File: src/rtl/scsi_arb_pkg.sv
package scsi_arb_pkg;

  typedef enum logic {
    ARB_IDLE = 1'b0,
    ARB_WAIT = 1'b1
  } arb_state_e;

  localparam logic [1:0] MODE_ABORT = 2'b00;
  localparam logic [1:0] MODE_ARB   = 2'b01;

endpackage

File: src/rtl/arb_line_filter.sv
// One bus line deglitcher: the accepted level follows the raw level only
// after the two have disagreed at DESKEW_CYC consecutive edges.
module arb_line_filter #(
  parameter int DESKEW_CYC = 10
) (
  input  logic clk,
  input  logic rst,
  input  logic raw_i,
  output logic filt_o
);
  localparam int CW = $clog2(DESKEW_CYC + 1);
  localparam logic [CW-1:0] LAST = CW'(DESKEW_CYC - 1);

  logic [CW-1:0] cnt_q;
  logic          filt_q;

  always_ff @(posedge clk) begin
    if (rst) begin
      cnt_q  <= '0;
      filt_q <= 1'b0;
    end else if (raw_i == filt_q) begin
      cnt_q <= '0;
    end else if (cnt_q == LAST) begin
      cnt_q  <= '0;
      filt_q <= raw_i;
    end else begin
      cnt_q <= cnt_q + 1'b1;
    end
  end

  assign filt_o = filt_q;

  // the accepted level only ever moves to a level the raw line held
  assert_filter_tracks_raw_R2: assert property (@(posedge clk) disable iff (rst)
    !$stable(filt_q) |-> (filt_q == $past(raw_i)));

endmodule

File: src/rtl/arb_settle_timer.sv
// Counts consecutive idle cycles of the filtered BSY while the watch runs.
module arb_settle_timer #(
  parameter int SETTLE_CYC = 80
) (
  input  logic clk,
  input  logic rst,
  input  logic run_i,
  input  logic busy_i,
  output logic expire_o
);
  localparam int CW = $clog2(SETTLE_CYC + 1);
  localparam logic [CW-1:0] LAST = CW'(SETTLE_CYC - 1);

  logic [CW-1:0] cnt_q;

  assign expire_o = run_i && !busy_i && (cnt_q == LAST);

  always_ff @(posedge clk) begin
    if (rst) begin
      cnt_q <= '0;
    end else if (!run_i || busy_i || expire_o) begin
      cnt_q <= '0;
    end else begin
      cnt_q <= cnt_q + 1'b1;
    end
  end

  // the count reached its end only if BSY was idle on the cycle before
  assert_expire_after_idle_R6: assert property (@(posedge clk) disable iff (rst)
    (expire_o && (SETTLE_CYC > 1)) |-> $past(!busy_i));

endmodule

File: src/rtl/scsi_arb_monitor.sv
module scsi_arb_monitor
  import scsi_arb_pkg::*;
#(
  parameter int DESKEW_CYC = 10,
  parameter int SETTLE_CYC = 80
) (
  input  logic       clk,
  input  logic       rst,
  input  logic       mode_wr,
  input  logic [1:0] mode_bits,
  input  logic       bsy_in,
  input  logic       sel_in,
  output logic       bsy_out,
  output logic       arb_active,
  output logic       arb_lost
);
  localparam int NLINES = 2;
  localparam int IDX_BSY = 0;
  localparam int IDX_SEL = 1;

  logic [NLINES-1:0] raw_lines;
  logic [NLINES-1:0] filt_lines;
  logic              bsy_f;
  logic              sel_f;
  logic              expire;
  arb_state_e        state_q;
  logic              bsy_q;
  logic              active_q;
  logic              lost_q;

  assign raw_lines[IDX_BSY] = bsy_in;
  assign raw_lines[IDX_SEL] = sel_in;

  for (genvar g = 0; g < NLINES; g++) begin : g_filt
    arb_line_filter #(.DESKEW_CYC(DESKEW_CYC)) u_filt (
      .clk   (clk),
      .rst   (rst),
      .raw_i (raw_lines[g]),
      .filt_o(filt_lines[g])
    );
  end

  assign bsy_f = filt_lines[IDX_BSY];
  assign sel_f = filt_lines[IDX_SEL];

  arb_settle_timer #(.SETTLE_CYC(SETTLE_CYC)) u_timer (
    .clk     (clk),
    .rst     (rst),
    .run_i   (state_q == ARB_WAIT),
    .busy_i  (bsy_f),
    .expire_o(expire)
  );

  always_ff @(posedge clk) begin
    if (rst) begin
      state_q  <= ARB_IDLE;
      bsy_q    <= 1'b0;
      active_q <= 1'b0;
      lost_q   <= 1'b0;
    end else if (mode_wr) begin
      active_q <= 1'b0;
      state_q  <= ARB_IDLE;
      if (mode_bits == MODE_ABORT) begin
        bsy_q <= 1'b0;
      end else if (mode_bits == MODE_ARB) begin
        state_q  <= ARB_WAIT;
        active_q <= 1'b1;
        lost_q   <= 1'b0;
      end
    end else if (expire) begin
      state_q <= ARB_IDLE;
      if (sel_f) lost_q <= 1'b1;
      else       bsy_q  <= 1'b1;
    end
  end

  assign bsy_out    = bsy_q;
  assign arb_active = active_q;
  assign arb_lost   = lost_q;

  assert_start_flags_R3: assert property (@(posedge clk) disable iff (rst)
    (mode_wr && mode_bits == MODE_ARB) |=> (arb_active && !arb_lost));

  assert_abort_release_R8: assert property (@(posedge clk) disable iff (rst)
    (mode_wr && mode_bits == MODE_ABORT) |=> (!bsy_out && !arb_active));

  assert_grab_with_sel_idle_R7: assert property (@(posedge clk) disable iff (rst)
    $rose(bsy_out) |-> ($past(state_q == ARB_WAIT) && !$past(sel_f)));

  assert_lost_from_sel_R7: assert property (@(posedge clk) disable iff (rst)
    $rose(arb_lost) |-> $past(sel_f));

  assert_active_on_start_R10: assert property (@(posedge clk) disable iff (rst)
    $rose(arb_active) |-> $past(mode_wr && mode_bits == MODE_ARB));

endmodule

File: config.mk
export PLATFORM = sky130hd
export DESIGN_NAME = scsi_arb_monitor
export DESIGN_NICKNAME = d
export VERILOG_FILES = /design/src/rtl/scsi_arb_pkg.sv /design/src/rtl/arb_line_filter.sv /design/src/rtl/arb_settle_timer.sv /design/src/rtl/scsi_arb_monitor.sv
export SDC_FILE = /design/constraint.sdc
export NUM_CORES = 1
export LEC_CHECK = 0
export CORE_AREA = 10 10 68 56
export DETAILED_ROUTE_END_ITERATION = 12
export DIE_AREA = 0 0 78 66
export DONT_BUFFER_PORTS = 1
export PLACE_DENSITY = 0.6
export SLEW_MARGIN = 15
export SYNTH_ARGS = -nofsm -noshare
export SYNTH_HDL_FRONTEND = slang
export SYNTH_HIERARCHICAL = 1
export SYNTH_SLANG_ARGS = --single-unit
File: constraint.sdc
create_clock -name clk -period 3.4 [get_ports clk]
set_clock_uncertainty 0.05 [all_clocks]
set_input_delay 0.85 -clock clk [delete_from_list [all_inputs] [get_ports clk]]
set_output_delay 0.85 -clock clk [all_outputs]
set_load 0.01 [all_outputs]
==> results.md <==
- Static leakage: 0.000440 uW
- Most used flip-flop cell after synthesis: sky130_fd_sc_hd__dfxtp_1
- Internal portion of total power: 302 uW
- Drt total wl: 1.48 mm
- Power density over the cells: 381 nW/um^2
- Reported net switching power: 77.4 uW
- Remaining global-route overflow: 0
- Share of power burned in the clock network: 29.9%
- Crit Reg-Reg Endpoint: bsy_out
- Port Buf Inserts: 0
- Final non-filler cell area: 993 um^2
- Number of resized instances in the post-cts repair step: 0
- Vias in the first global route: 605
- Die outline area: 5150 um^2
- Max Clock Freq: 0.593 GHz
- Required time at the endpoint of the critical path: 3.59 ns
- Final-stage net count: 106
- Worst setup timing slack at the placement stage: 1.70 ns
- Async set-or-reset flop fraction in the synthesized netlist: 0%
- Hold buffers post-CTS: 0
- Maximum vdd ir drop: 0.000241 V
- Share of cell area taken by muxes after synthesis: 2.17%
- Total track usage: 6.51%
- Share of synthesized cell area in full adder, half adder and majority cells: 6.78%
- Setup repair after global routing missed its margin: false
- Share of the clock period used by the worst path after layout: 49.6%
- # clock sinks: 21
- PnR worst setup slack: 1.71 ns
- Die W: 78 um
- Hold violation total from the final report: 0
- Most frequent cells after synthesis: sky130_fd_sc_hd__dfxtp_1, sky130_fd_sc_hd__nor2_1, sky130_fd_sc_hd__ha_1, sky130_fd_sc_hd__nand3_1, sky130_fd_sc_hd__xor2_1
- Post-Route Hold Slack: 0.403 ns
- Pins Over Slew Limit: 0
- Maximum number of pins on one net before global-route repair: 12
- Sequential element share of the synthesized area: 45.6%
- DIE HEIGHT: 66 um
- Worst hold path stage count: 1
- Ordered list of cells on the worst path: ha_1, and3_1, nand3_1, nor3b_1, nor3b_1, o221a_2
- Count of antenna diodes in the layout: 0
- Proportion of layout cells with a drive suffix above 1: 14.0%
- Later-pin clock latency in the skew report: 0.29 ns
- Max-capacitance violation count: 0
- H-Tree Depth: 1
- Part of the total power dissipated in sequential elements: 66.7%
- Register-to-register path setup slack: 1.71 ns
- CP most frequent cell: sky130_fd_sc_hd__nor3b_1
- Library cell with the largest summed area after synthesis: sky130_fd_sc_hd__dfxtp_1
- Placeable core region: 2500 um^2
- Number of warnings reported in the yosys synthesis log: 6
- Area grow syn2layout: 7.73%
- Syn nets: 101
- Finish-stage setup viols: 0
- Combinational family with the most area after synthesis: simple AND/OR/NAND/NOR gates
- Time the worst path needs with I/O delays and setup: 1.69 ns
- Drt initial violations: 8
- Clock tree from TritonCTS: yes
- DP Wirelength: 1.20 mm
- Detailed-router iteration count before antenna repair: 3
- Post-DRT Antenna Nets: 0
- Worst hold path class: reg2reg
- Final-layout fill cell count: 241
- Simple logic cell fraction of the synthesized area: 27.1%
- First-pass GRT wire length: 2.66 mm
- Maximum fanout along the worst path: 4
- Total negative setup slack: 0 ns
- Post-synth EDFFs: 0
- FF-to-FF Start: u_timer/cnt_q[0]
- Average size of a mapped cell: 10.4 um^2
- Endpoint class of the critical path: flop
- Launching element type of the critical path: flop
- Cell count after synthesis: 89
- Largest incremental delay on the critical path: 0.36 ns
- Top-area cell type share of the netlist area: 45.6%
- Number of register bits inferred by synthesis: 21
- Run status: complete, no violations
- I/O pin cnt: 10
- Initial core utilization: 36.8%
- Number of cells on the worst reg-to-reg path: 6
- Post-CTS repair timing setup buffer count: 0
- Std cell rows: 16
- Unique cell type count in the Yosys netlist: 28
- Switching portion of total power: 20.4%
- Critical-path top delay cell: sky130_fd_sc_hd__dfxtp_1
- Clock edge transition at the registers on the reported setup and hold paths: 0.10 ns
- Normalized max-slew margin: 83.6%
- Start-to-end type of the worst setup path: reg2reg
- Portion of total power attributed to combinational logic: 3.4%
- Post-synthesis share of cell area spent on xor and xnor gates: 8.55%
- Leading post-synthesis cells by cell area: sky130_fd_sc_hd__dfxtp_1, sky130_fd_sc_hd__ha_1, sky130_fd_sc_hd__nor2_1
- Weighted congestion at the end of routability-driven global placement: 0.744
- Number of antenna violations at the first check in global routing: 0
- Total vias in the final route: 587
- Number of clock buffers inserted by TritonCTS: 3
- Post-synthesis compound-gate area fraction: 8.14%
- Most common cell in the synthesized netlist: sky130_fd_sc_hd__dfxtp_1
- Routed wirelength normalized by instance count: 11.5 um
- Cell chosen for the clock root: sky130_fd_sc_hd__clkbuf_4
- Worst path arrival time: 1.88 ns
- Critical hold path startpoint: u_timer/cnt_q[0]
- Least-Margin Pin Slew: 0.246 ns
- Number of DRC violations after detailed routing: 0
- Number of buffers on the longest clock path: 2
- Via/cell ratio: 4.55
- Hold EP: u_timer/cnt_q[0]
- Placed inst area: 967 um^2
- Netlist area before placement: 922 um^2
## metal layers
layer | share of wire, % | track usage [%]
met3 | 4.9 | 3.40
met5 | 0 | 0
met2 | 44 | 10.5
met4 | 2.0 | 3.35
met1 | 49 | 6.88
## power groups by stage
stage | clock, uW | sequential, uW | combinational, uW
CTS | 122 | 253 | 13.4
floorplan | 0 | 258 | 11.2
detailed placement | 0 | 258 | 13.3
finish | 113 | 253 | 13.0
global route | 131 | 254 | 15.0
global placement | 0 | 258 | 12.6
## cells in the final DEF, fill, tap and decap left out
cell and n:
sky130_fd_sc_hd__o211a_1 1, sky130_fd_sc_hd__clkbuf_1 1, sky130_fd_sc_hd__and3_1 1, sky130_fd_sc_hd__dfxtp_1 21
sky130_fd_sc_hd__and3b_2 1, sky130_fd_sc_hd__xnor2_1 4, sky130_fd_sc_hd__xor2_1 5, sky130_fd_sc_hd__nor3b_1 2
sky130_fd_sc_hd__clkbuf_4 3, sky130_fd_sc_hd__or3b_4 1, sky130_fd_sc_hd__inv_1 4, sky130_fd_sc_hd__ha_1 5
sky130_fd_sc_hd__mux2i_1 2, sky130_fd_sc_hd__o221a_2 1, sky130_fd_sc_hd__nor2_1 13, sky130_fd_sc_hd__or3_1 1
sky130_fd_sc_hd__a21oi_1 3, sky130_fd_sc_hd__nand3b_4 2, sky130_fd_sc_hd__o21ai_0 1, sky130_fd_sc_hd__nand3_1 5
sky130_fd_sc_hd__o31ai_1 1, sky130_fd_sc_hd__a31o_4 1, sky130_fd_sc_hd__nand2_1 1, sky130_fd_sc_hd__or3b_1 1
sky130_fd_sc_hd__nand4b_1 1, sky130_fd_sc_hd__nand2b_1 2, sky130_fd_sc_hd__nor2_2 3, sky130_fd_sc_hd__nand3b_1 3
sky130_fd_sc_hd__nor2b_1 2, sky130_fd_sc_hd__a21oi_2 1
## worst max-delay path by stage
| stage | start | to |
|---|---|---|
| 2_1_floorplan | rst | u_timer/cnt_q[5] |
| 3_3_place_gp | rst | u_timer/cnt_q[5] |
| 3_5_place_dp | rst | u_timer/cnt_q[5] |
| 4_1_cts | u_timer/cnt_q[0] | bsy_out |
| 5_1_grt | u_timer/cnt_q[0] | bsy_out |
| 6_report | u_timer/cnt_q[0] | bsy_out |
## flip-flops by register name, summed over array words and instances, names as in the netlist
signal / cells
arb_active: 1
u_timer/cnt_q: 7
state_q: 1
g_filt.u_filt/cnt_q: 8
arb_lost: 1
bsy_out: 1
g_filt.u_filt/filt_o: 2
## through the flow
step,instances,utilization (%),power [uW]
2_1_floorplan,89,-,269
3_3_place_gp,125,38.7,271
3_5_place_dp,125,38.7,272
4_1_cts,129,39.7,388
5_1_grt,129,39.7,400
6_report,129,39.7,379
## final cells by class
type,count,area [um^2],share of cell area [%]
well taps,36,45.0,4.53
inverters,4,15.0,1.51
clock buffers,4,26.3,2.64
multi-input cells,64,487,49.0
flip-flops and latches,21,420,42.3
## worst max-delay path, delay by kind of cell, from the launching register on
kind            cells  cell delay (ns)
simple gates        4             0.82
flops               1             0.36
fa+ha+maj           1             0.20
compound gates      1             0.20
## kinds of logic (layout without fill, tap and decap cells)
family | Yosys count | count (layout)
compound gates | 9 | 9
xor+xnor | 9 | 9
mux | 2 | 2
flops | 21 | 21
simple gates | 39 | 39
buf+inv | 4 | 8
fa+ha+maj | 5 | 5
(Power assumes the default switching activity.)
